<file path="src/rtl/vrr_pkg.sv">
package vrr_pkg;

   // progress of the freeze-and-extend step within one frame
   typedef enum logic [1:0] {
      HS_RUN  = 2'd0,   // stop line not yet passed in this frame
      HS_HOLD = 2'd1,   // counter frozen, extension counter running
      HS_DONE = 2'd2    // extension finished for this frame
   } hold_st_t;

endpackage

</file>
<file path="src/rtl/vrr_cfg_shadow.sv">
module vrr_cfg_shadow #(
   parameter int VW      = 11,
   parameter int TW      = 11,
   parameter int FW      = 4,
   parameter bit HAS_MID = 1'b1
) (
   input  logic          clk,
   input  logic          rst_n,
   input  logic          load,
   input  logic          wrap,
   input  logic          vrr_en,
   input  logic          trig_en,
   input  logic [VW-1:0] vmin,
   input  logic [VW-1:0] vmax,
   input  logic [VW-1:0] vmid,
   input  logic [VW-1:0] stop_line,
   input  logic [TW-1:0] stop_timer,
   input  logic          mid_en,
   input  logic [FW-1:0] mid_frames,
   output logic          vrr_s,
   output logic          trig_ok,
   output logic [VW-1:0] vmin_s,
   output logic [VW-1:0] end_line,
   output logic [VW-1:0] stop_s,
   output logic [TW-1:0] timer_s
);

   if (FW < 1) begin : g_chk_fw
      $error("vrr_cfg_shadow: FW must be at least 1");
   end

   logic          vrr_q;
   logic          ten_q;
   logic [VW-1:0] vmin_q;
   logic [VW-1:0] vmax_q;
   logic [VW-1:0] vmid_q;
   logic [VW-1:0] stop_q;
   logic [TW-1:0] timer_q;
   logic          use_mid;

   always_ff @(posedge clk) begin
      if (!rst_n) begin
         vrr_q   <= 1'b0;
         ten_q   <= 1'b0;
         vmin_q  <= '0;
         vmax_q  <= '0;
         vmid_q  <= '0;
         stop_q  <= '0;
         timer_q <= '0;
      end else if (load) begin
         vrr_q   <= vrr_en;
         ten_q   <= vrr_en & trig_en;
         vmin_q  <= vmin;
         vmax_q  <= vmax;
         vmid_q  <= vmid;
         stop_q  <= stop_line;
         timer_q <= vrr_en ? stop_timer : '0;
      end
   end

   if (HAS_MID) begin : g_mid
      logic          arm_q;
      logic [FW-1:0] left_q;

      always_ff @(posedge clk) begin
         if (!rst_n) begin
            arm_q  <= 1'b0;
            left_q <= '0;
         end else if (load) begin
            arm_q <= vrr_en & mid_en;
            if (vrr_en & mid_en) begin
               if (!arm_q)
                  left_q <= mid_frames;
               else if (wrap && left_q != '0)
                  left_q <= left_q - FW'(1);
            end else begin
               left_q <= '0;
            end
         end
      end

      assign use_mid = vrr_q && (left_q != '0);

      // the override never runs longer than the frame count it was given
      a_r8_left_bounded: assert property (@(posedge clk) disable iff (!rst_n)
         (load && !arm_q && vrr_en && mid_en) |=> (left_q == $past(mid_frames)));
   end else begin : g_no_mid
      assign use_mid = 1'b0;
   end

   assign vrr_s    = vrr_q;
   assign trig_ok  = ten_q;
   assign vmin_s   = vmin_q;
   assign end_line = use_mid ? vmid_q : vmax_q;
   assign stop_s   = stop_q;
   assign timer_s  = timer_q;

   // shadow values move only at a frame boundary
   a_r10_cfg_frozen: assert property (@(posedge clk) disable iff (!rst_n)
      !load |=> ($stable(vmax_q) && $stable(vmin_q) && $stable(stop_q) && $stable(timer_q)));

   // with refresh variation off, the extension timer is forced to zero
   a_r7_timer_off: assert property (@(posedge clk) disable iff (!rst_n)
      !vrr_q |-> (timer_q == '0 && !ten_q));

endmodule

</file>
<file path="src/rtl/vrr_ext_timer.sv">
module vrr_ext_timer
   import vrr_pkg::*;
#(
   parameter int VW = 11,
   parameter int TW = 11
) (
   input  logic          clk,
   input  logic          rst_n,
   input  logic          line_adv,
   input  logic          wrap,
   input  logic [VW-1:0] vcount,
   input  logic [VW-1:0] stop_s,
   input  logic [TW-1:0] timer_s,
   output logic          holding,
   output logic          freeze,
   output logic          resume,
   output logic [TW-1:0] ext_count
);

   if (TW < 1) begin : g_chk_tw
      $error("vrr_ext_timer: TW must be at least 1");
   end

   hold_st_t      st_q;
   logic [TW-1:0] ext_q;
   logic          at_stop;
   logic          last;

   assign at_stop = (timer_s != '0) && (vcount == stop_s);
   assign last    = (ext_q == timer_s - TW'(1));
   assign holding = (st_q == HS_HOLD);
   assign freeze  = holding || (st_q == HS_RUN && at_stop);
   assign resume  = holding && line_adv && last;

   always_ff @(posedge clk) begin
      if (!rst_n) begin
         st_q  <= HS_RUN;
         ext_q <= '0;
      end else if (wrap) begin
         st_q  <= HS_RUN;
         ext_q <= '0;
      end else if (line_adv) begin
         case (st_q)
            HS_RUN: begin
               if (at_stop) begin
                  st_q  <= HS_HOLD;
                  ext_q <= '0;
               end
            end
            HS_HOLD: begin
               if (last) begin
                  st_q  <= HS_DONE;
                  ext_q <= '0;
               end else begin
                  ext_q <= ext_q + TW'(1);
               end
            end
            default: ;
         endcase
      end
   end

   assign ext_count = ext_q;

   // extension counter stays below the programmed number of lines
   a_r4_ext_below_timer: assert property (@(posedge clk) disable iff (!rst_n)
      holding |-> (ext_q < timer_s));

   // while frozen, the line counter sits on the stop line
   a_r4_frozen_on_stop: assert property (@(posedge clk) disable iff (!rst_n)
      holding |-> (vcount == stop_s));

   // outside the freeze the extension counter reads zero
   a_r4_idle_zero: assert property (@(posedge clk) disable iff (!rst_n)
      !holding |-> (ext_q == '0));

endmodule

</file>
<file path="src/rtl/vrr_line_ctr.sv">
module vrr_line_ctr #(
   parameter int VW = 11
) (
   input  logic          clk,
   input  logic          rst_n,
   input  logic          line_adv,
   input  logic          trig_in,
   input  logic          trig_ok,
   input  logic [VW-1:0] vmin_s,
   input  logic [VW-1:0] end_line,
   input  logic          freeze,
   input  logic          resume,
   input  logic          holding,
   output logic [VW-1:0] vcount,
   output logic          wrap,
   output logic          frame_start
);

   localparam logic [VW-1:0] LIMIT = {VW{1'b1}};

   logic [VW-1:0] cnt_q;
   logic          pend_q;
   logic          fs_q;
   logic          trig_hit;
   logic          step;
   logic          end_hold;
   logic          end_trig;
   logic          end_max;

   assign trig_hit = trig_in && trig_ok && (cnt_q >= vmin_s);
   assign step     = line_adv && (!freeze || resume);
   assign end_hold = holding && (trig_hit || pend_q);
   assign end_trig = line_adv && !holding && (trig_hit || pend_q);
   assign end_max  = step && (cnt_q == end_line || cnt_q == LIMIT);
   assign wrap     = end_hold || end_trig || end_max;

   always_ff @(posedge clk) begin
      if (!rst_n) begin
         cnt_q  <= '0;
         pend_q <= 1'b0;
         fs_q   <= 1'b0;
      end else begin
         fs_q <= wrap;
         if (wrap) begin
            cnt_q  <= '0;
            pend_q <= 1'b0;
         end else begin
            if (step)
               cnt_q <= cnt_q + VW'(1);
            if (trig_hit)
               pend_q <= 1'b1;
         end
      end
   end

   assign vcount      = cnt_q;
   assign frame_start = fs_q;

   // a kept trigger only exists once the earliest line is reached
   a_r3_pend_eligible: assert property (@(posedge clk) disable iff (!rst_n)
      pend_q |-> (cnt_q >= vmin_s));

   // a kept trigger ends the frame on the next strobe
   a_r2_pend_ends_frame: assert property (@(posedge clk) disable iff (!rst_n)
      (pend_q && line_adv) |=> (cnt_q == '0));

endmodule

</file>
<file path="src/rtl/vrr_vcount.sv">
module vrr_vcount #(
   parameter int VW      = 11,
   parameter int TW      = 11,
   parameter int FW      = 4,
   parameter bit HAS_MID = 1'b1
) (
   input  logic          clk,
   input  logic          rst_n,
   input  logic          line_adv,
   input  logic          trig_in,
   input  logic          vrr_en,
   input  logic          trig_en,
   input  logic [VW-1:0] vmin,
   input  logic [VW-1:0] vmax,
   input  logic [VW-1:0] vmid,
   input  logic [VW-1:0] stop_line,
   input  logic [TW-1:0] stop_timer,
   input  logic          mid_en,
   input  logic [FW-1:0] mid_frames,
   output logic [VW-1:0] vcount,
   output logic [TW-1:0] ext_count,
   output logic          ext_valid,
   output logic          frame_start
);

   if (VW < 2) begin : g_chk_vw
      $error("vrr_vcount: VW must be at least 2");
   end

   logic          first_q;
   logic          load;
   logic          wrap;
   logic          vrr_s;
   logic          trig_ok;
   logic [VW-1:0] vmin_s;
   logic [VW-1:0] end_line;
   logic [VW-1:0] stop_s;
   logic [TW-1:0] timer_s;
   logic          holding;
   logic          freeze;
   logic          resume;

   always_ff @(posedge clk) begin
      if (!rst_n) first_q <= 1'b1;
      else        first_q <= 1'b0;
   end

   assign load = first_q || wrap;

   vrr_cfg_shadow #(.VW(VW), .TW(TW), .FW(FW), .HAS_MID(HAS_MID)) u_cfg (
      .clk        (clk),
      .rst_n      (rst_n),
      .load       (load),
      .wrap       (wrap),
      .vrr_en     (vrr_en),
      .trig_en    (trig_en),
      .vmin       (vmin),
      .vmax       (vmax),
      .vmid       (vmid),
      .stop_line  (stop_line),
      .stop_timer (stop_timer),
      .mid_en     (mid_en),
      .mid_frames (mid_frames),
      .vrr_s      (vrr_s),
      .trig_ok    (trig_ok),
      .vmin_s     (vmin_s),
      .end_line   (end_line),
      .stop_s     (stop_s),
      .timer_s    (timer_s)
   );

   vrr_ext_timer #(.VW(VW), .TW(TW)) u_ext (
      .clk       (clk),
      .rst_n     (rst_n),
      .line_adv  (line_adv),
      .wrap      (wrap),
      .vcount    (vcount),
      .stop_s    (stop_s),
      .timer_s   (timer_s),
      .holding   (holding),
      .freeze    (freeze),
      .resume    (resume),
      .ext_count (ext_count)
   );

   vrr_line_ctr #(.VW(VW)) u_line (
      .clk         (clk),
      .rst_n       (rst_n),
      .line_adv    (line_adv),
      .trig_in     (trig_in),
      .trig_ok     (trig_ok),
      .vmin_s      (vmin_s),
      .end_line    (end_line),
      .freeze      (freeze),
      .resume      (resume),
      .holding     (holding),
      .vcount      (vcount),
      .wrap        (wrap),
      .frame_start (frame_start)
   );

   assign ext_valid = holding;

   // the frame-start pulse coincides with line 0
   a_r9_fs_at_zero: assert property (@(posedge clk) disable iff (!rst_n)
      frame_start |-> (vcount == '0));

   // an accepted trigger during the freeze restarts the frame at once
   a_r5_hold_trigger: assert property (@(posedge clk) disable iff (!rst_n)
      (ext_valid && trig_in && trig_ok) |=> (vcount == '0 && !ext_valid && ext_count == '0));

   // across two frozen cycles the line count does not move
   a_r4_count_frozen: assert property (@(posedge clk) disable iff (!rst_n)
      (ext_valid && $past(ext_valid)) |-> $stable(vcount));

   // no freeze ever happens with refresh variation off
   a_r7_no_freeze: assert property (@(posedge clk) disable iff (!rst_n)
      !vrr_s |-> !ext_valid);

endmodule

</file>
<file path="config.mk">
export PLATFORM = sky130hd
export DESIGN_NAME = vrr_vcount
export DESIGN_NICKNAME = d
export VERILOG_FILES = /design/src/rtl/vrr_pkg.sv /design/src/rtl/vrr_cfg_shadow.sv /design/src/rtl/vrr_ext_timer.sv /design/src/rtl/vrr_line_ctr.sv /design/src/rtl/vrr_vcount.sv
export SDC_FILE = /design/constraint.sdc
export NUM_CORES = 1
export LEC_CHECK = 0
export BUFFER_PORTS_ARGS = -buffer_cell sky130_fd_sc_hd__buf_2
export CORE_MARGIN = 2
export CORE_UTILIZATION = 60
export CTS_BUF_LIST = sky130_fd_sc_hd__clkbuf_2
export CTS_CLUSTER_DIAMETER = 40
export DETAILED_ROUTE_END_ITERATION = 8
export HOLD_SLACK_MARGIN = 0.03
export PLACE_DENSITY = 0.86
export SKIP_LAST_GASP = 1
export SLEW_MARGIN = 40
export SYNTH_ARGS = -nofsm -noshare
export SYNTH_HDL_FRONTEND = slang
export SYNTH_HIERARCHICAL = 1
export SYNTH_SLANG_ARGS = --single-unit
</file>
<file path="constraint.sdc">
create_clock -name clk -period 5.8 [get_ports clk]
set_clock_uncertainty 0.15 [all_clocks]
set_input_delay 0 -clock clk [delete_from_list [all_inputs] [get_ports clk]]
set_output_delay 0 -clock clk [all_outputs]
set_load 0.05 [all_outputs]
</file>
**After elaboration in Yosys (flattened, before gate mapping)**

Cells that the tools add are included.

- Add/sub/neg operators: 4
- Bitwise gates (word level): 3
- Reductions and logical operators: 30
- Order comparisons: 1
- Muxes and demuxes: 12
- Eq/ne operators: 8

Operator list:

| operator | count |
|---|---|
| $mux 11 | 4 |
| $eq 11x11->1 | 3 |
| $add 11x1->11 const B | 2 |
| $pmux 11 s2 | 1 |
| $logic_and 1x1->1 | 13 |
| $mux 4 | 3 |
| $eq 11x11->1 const B | 1 |
| $ge 11x11->1 | 1 |
| $reduce_bool 11->1 | 1 |
| $sub 11x1->11 const B | 1 |
| $logic_or 1x1->1 | 7 |
| $mux 2 | 2 |
| $pmux 2 s2 | 1 |
| $reduce_and 4->1 | 1 |
| $reduce_bool 4->1 | 1 |
| $sub 4x1->4 const B | 1 |
| $ne 3x3->1 const B | 1 |
| $reduce_and 3->1 | 1 |
| $and 1x1->1 | 2 |
| $eq 2x1->1 const B | 1 |
| $logic_not 1->1 | 2 |
| $logic_not 2->1 | 1 |
| $ne 2x1->1 const B | 1 |
| $ne 2x2->1 const B | 1 |
| other kinds (5) | 5 |

- Flip-flop bits (word level): 89
- Input port bits: 66

**Longest topological paths before layout**

- Word-level depth: 13
- Mapped depth: 18
- Depth with buffers taken out: 17

**By module**

Netlist, hierarchy kept.

Modules (own cells, without submodules):

| module | area an instance (um2) | instances | cells an instance |
|---|---|---|---|
| vrr_cfg_shadow | 2,528.7 | 1 | 240 |
| vrr_ext_timer | 1,177.4 | 1 | 140 |
| vrr_line_ctr | 1,068.5 | 1 | 122 |
| vrr_vcount | 30.0 | 1 | 3 |

**Worst setup path after synthesis**

OpenSTA, ideal clock, no wires.

- Kind: register to register
- From: register u_cfg.timer_q[0], in the netlist u_cfg/timer_s[0]
- To: register u_cfg.g_mid.left_q[3]
- Cell stages (with the launch flop): 18
- Period minus slack after synthesis: 4.015 ns
- Data required time: 5.517 ns
- Slack: 1.785 ns
- Data arrival time: 3.732 ns
- Library setup time: 0.133 ns
- Path through: dfxtp_1 -> inv_1 -> ha_1 -> nor3b_1 -> nor2b_1 -> xnor2_1 -> nor4_2 -> nand4_1 -> nor2_1 -> nand2b_4 -> nand4_1 -> nor4_1 -> or3_1 -> or2_1 -> buf_4 -> nand2_1 -> o2111ai_1 -> o221ai_1

- Elaborated cells between the ends (all ways): 16

RTL lines:

| what | RTL line | source |
|---|---|---|
| from (decl) | vrr_cfg_shadow.sv:38 | `logic [TW-1:0] timer_q;` |
| from (signal assigned) | vrr_cfg_shadow.sv:57 | `timer_q <= vrr_en ? stop_timer : '0;` |
| $sub 11x1->11 | vrr_ext_timer.sv:30 | `assign last = (ext_q == timer_s - TW'(1));` |
| $eq 11x11->1 | vrr_ext_timer.sv:30 |  |
| $logic_and 1x1->1 | vrr_ext_timer.sv:33 | `assign resume = holding && line_adv && last;` |
| named net resume | vrr_vcount.sv:41 | `logic resume;` |
| $logic_or 1x1->1 | vrr_line_ctr.sv:31 | `assign step = line_adv && (!freeze \|\| resume);` |
| $logic_and 1x1->1 | vrr_line_ctr.sv:31 |  |
| $logic_and 1x1->1 | vrr_line_ctr.sv:34 | `assign end_max = step && (cnt_q == end_line \|\| cnt_q == LIMIT);` |
| $logic_or 1x1->1 | vrr_line_ctr.sv:35 | `assign wrap = end_hold \|\| end_trig \|\| end_max;` |
| named net wrap | vrr_vcount.sv:32 | `logic wrap;` |
| $logic_or 1x1->1 | vrr_vcount.sv:48 | `assign load = first_q \|\| wrap;` |
| named net load | vrr_vcount.sv:31 | `logic load;` |
| $reduce_and 2->1 (no line) | -- |  |
| to (signal assigned) | vrr_cfg_shadow.sv:73 | `left_q <= mid_frames;` |
| to (signal assigned) | vrr_cfg_shadow.sv:75 | `left_q <= left_q - FW'(1);` |
| to (decl) | vrr_cfg_shadow.sv:63 | `logic [FW-1:0] left_q;` |

The timed path passes the listed nets, and every way through them passes these cells.
A chain may end at the register's enable or synchronous reset.

**Worst setup path in the final report**

- From: register u_cfg.timer_q[0], in the netlist u_cfg/timer_s[0]
- To: register u_cfg.g_mid.left_q[2]

The elaborated chain is that of the path after synthesis.

==> flow_summary.ini <==
[outcome]
status = completed

[layout]
multi_input_area_um2 = 2800
fin_nets = 789
stdcell_count = 815
nFillCells = 340
final_area_um2 = 6630
area_growth_pct = 38.1
seq_area_um2 = 1780
drive_gt1_frac = 0.225

[detailed_routing]
firstDrtPassIters = 7
routed_wl_um = 18900
drc = 0
drtAntennaViolNets = 0
routedWlPerCell_um = 23.2
vias_per_cell = 6.44
dr_total_vias = 5246
drt-initial-drc-count = 920

[power_and_ir_drop]
ir_drop_uv = 224
power_leakage_nw = 2.98
p_per_area_nw_per_um2 = 217

[clock_network]
clkTransAtPathRegs_ps = 270
clock_latency_ps = 610
tritoncts = built
cts-htree-levels = 3
cts_made_buffers = 9
clkSinkCount = 89
cts_buffer_depth = 2
cts-root-buf = clkbuf_2

[hold_path]
hold_class = primary input to flip-flop

[placement]
placed_area_um2 = 5260
dpl.hpwl_um = 8130
place_ws_ps = 1050
place_inst = 676
routabilityCongestion = 0.868
io_buffer_count = 89

[worst_setup_path]
max_stage_delay_ps = 620
cp-end-kind = flip-flop
arrival_ps = 6100
required_ps = 6180
timing_worst_setup_path_type = flip-flop to flip-flop
crit_slowest_cell = dlygate4sd3_1
path_max_fanout = 8
worstPathCellList = inv_1 > ha_1 > nor3b_2 > a311oi_1 > nand3_1 > nor4_2 > nand4_1 > nor2_1 > nand2b_4 > nand4_1 > nor4_2 > or3_1 > or2_4 > and3_1 > dlygate4sd3_1 > o2111ai_1 > a31oi_1 > dlygate4sd3_1
cp-start-kind = flip-flop

[timing]
hold_viol_final = 0
drv_slew = 0
setup_violations = 0
tns_ps = 0
period_share = 0.986
finalCriticalPeriod_ps = 5720
fin_ws_ps = 81.3
worst_pin_slew_ps = 648
slew_headroom = 0.568
max_freq_mhz = 175
hold_ws_ps = 41.0

[synth]
synth_cell_types = 68
ys.flop_type = dfxtp_1
synth-seq-area-share = 0.371
avgSynthCellArea_um2 = 9.51
syn-cell-area_um2 = 4800
ys_seq_elements = 89
synth_edf_count = 0
async_flop_share = 0
ys_warn_count = 6
syn-num-nets = 587
synth_cells = 505

[die]
ios = 90
rows = 32
fp.dieW_um = 93.5
dieHeight_um = 93.5
core_area_um2 = 7730
start_util = 0.622
die_area_um2 = 8740

[global_routing]
antenna_found_initial = 1
overflow = 0
grt_max_degree = 60
track_usage = 0.389
grt_pass1_vias = 5002
grt_pass1_wl_um = 25800

[job]
max_cap_violations = 0
[what timing repair did]
item / 4_1_cts / 5_1_grt
hold buffers: 117 / 0
endpoints found under the setup margin: 0 / 19
endpoints found under the hold margin: 89 / 0
gates resized for setup: 0 / 3
buffers inserted: 0 / 5
[synth_stat cells (2+ instances only)]
cell type  count  share of area
o31ai_2        2         0.0052
o311ai_0       2         0.0036
ha_1          16          0.042
xor2_1        15          0.027
o21a_1         2         0.0031
a211oi_1       2         0.0031
o21ai_0        6         0.0063
nor2_1        71          0.055
dfxtp_1       89           0.37
nand2b_1       3         0.0039
o2111ai_1      3         0.0055
mux2_2         2         0.0047
nand4b_1       2         0.0036
nand2b_4       2         0.0057
a22oi_1       16          0.025
nand4_1       10          0.013
o311ai_4       2          0.011
nor3_2        10          0.021
inv_1         28          0.022
and2_1         5         0.0065
a31oi_1        3         0.0039
xnor2_1       31          0.057
nand3_1       14          0.015
and3_1         3         0.0039
nor4_1         8          0.010
nand2_1       26          0.020
buf_4          6         0.0094
buf_2          3         0.0031
and4_1         2         0.0036
o22ai_1        4         0.0052
nor2b_1        3         0.0039
buf_6          2         0.0047
nor3_1         5         0.0052
o311ai_2       2         0.0068
a21oi_1       10          0.010
mux2i_1       47          0.098
mux2_4        10          0.031
clkbuf_1       8         0.0063
[cell type report]
| type | count | share of cell area |
|---|---|---|
| Inverter | 29 | 0.0168 |
| Timing Repair Buffer | 212 | 0.252 |
| Multi-Input combinational cell | 366 | 0.422 |
| Tap cell | 102 | 0.0192 |
| Antenna cell | 1 | 0.000377 |
| Clock buffer | 11 | 0.00830 |
| Clock inverter | 5 | 0.0121 |
| Sequential cell | 89 | 0.269 |
[routing by layer]
| layer | up-vias | wire length [um] | track usage |
|---|---|---|---|
| met1 | 2399 | 6300 | 0.422 |
| met3 | 180 | 2020 | 0.0790 |
| met4 | 0 | 1740 | 0.260 |
| met2 | 482 | 8820 | 0.681 |
| met5 | - | 0 | 0 |
| li1 | 2185 | - | - |
[worst max-delay path: cells and delay by family, from the launching register on]
kind	cells	cell delay, ps
AO/OA/AOI/OAI	3	620
flip-flops	1	540
AND/OR/NAND/NOR	11	2780
buffers and inverters	3	1310
adder cells (fa/ha/maj)	1	240
[logic make-up after synthesis]
group / share of synthesized area
fa+ha+maj: 0.0417
xor+xnor: 0.0839
mux: 0.134
compound gates: 0.121
buf+inv: 0.0510
flops: 0.371
simple gates: 0.197
[layout by cell type (no fill, tap or decap), drive strengths merged, types with 16 or more instances in the layout]
cell	netlist	final
mux2i	47	47
dlygate4sd3	0	117
a22oi	16	16
inv	29	29
nand2	26	26
ha	16	16
buf	13	95
xnor2	31	31
nor2	71	71
dfxtp	89	89
[power by group]
part           total, mW  internal, mW  switching (mW)
clock network      0.383         0.145           0.238
logic              0.376         0.179           0.196
registers          0.682         0.646          0.0357
[through the flow]
step                 util  total power [mW]
floorplan               -             0.873
global placement    0.681             0.927
detailed placement  0.681             0.940
CTS                 0.850              1.35
global route        0.858              1.47
finish              0.858              1.44
[worst paths after layout]
| kind | from | end | slack, ps | depth (start not counted) |
|---|---|---|---|---|
| max | u_cfg/timer_s[0] | u_cfg/g_mid.left_q[2] | 80 | 18 |
| min | vmax[4] | u_cfg/vmax_q[4] | 40 | 4 |
| max reg2reg | u_cfg/timer_s[0] | u_cfg/g_mid.left_q[2] | 80 | 18 |
| min reg2reg | u_ext/st_q[0] | u_ext/st_q[0] | 390 | 2 |
[registers in the layout (all words and copies together), names as in the netlist]
name / flops
u_cfg/vmax_q: 11
u_cfg/timer_s: 11
u_line/vcount: 11
u_cfg/trig_ok: 1
first_q: 1
u_ext/ext_count: 11
u_ext/st_q: 2
u_cfg/g_mid.left_q: 4
u_cfg/vmin_s: 11
u_cfg/vrr_s: 1
u_cfg/g_mid.arm_q: 1
u_line/frame_start: 1
u_cfg/stop_s: 11
u_cfg/vmid_q: 11
u_line/pend_q: 1
(Power assumes the default switching activity.)
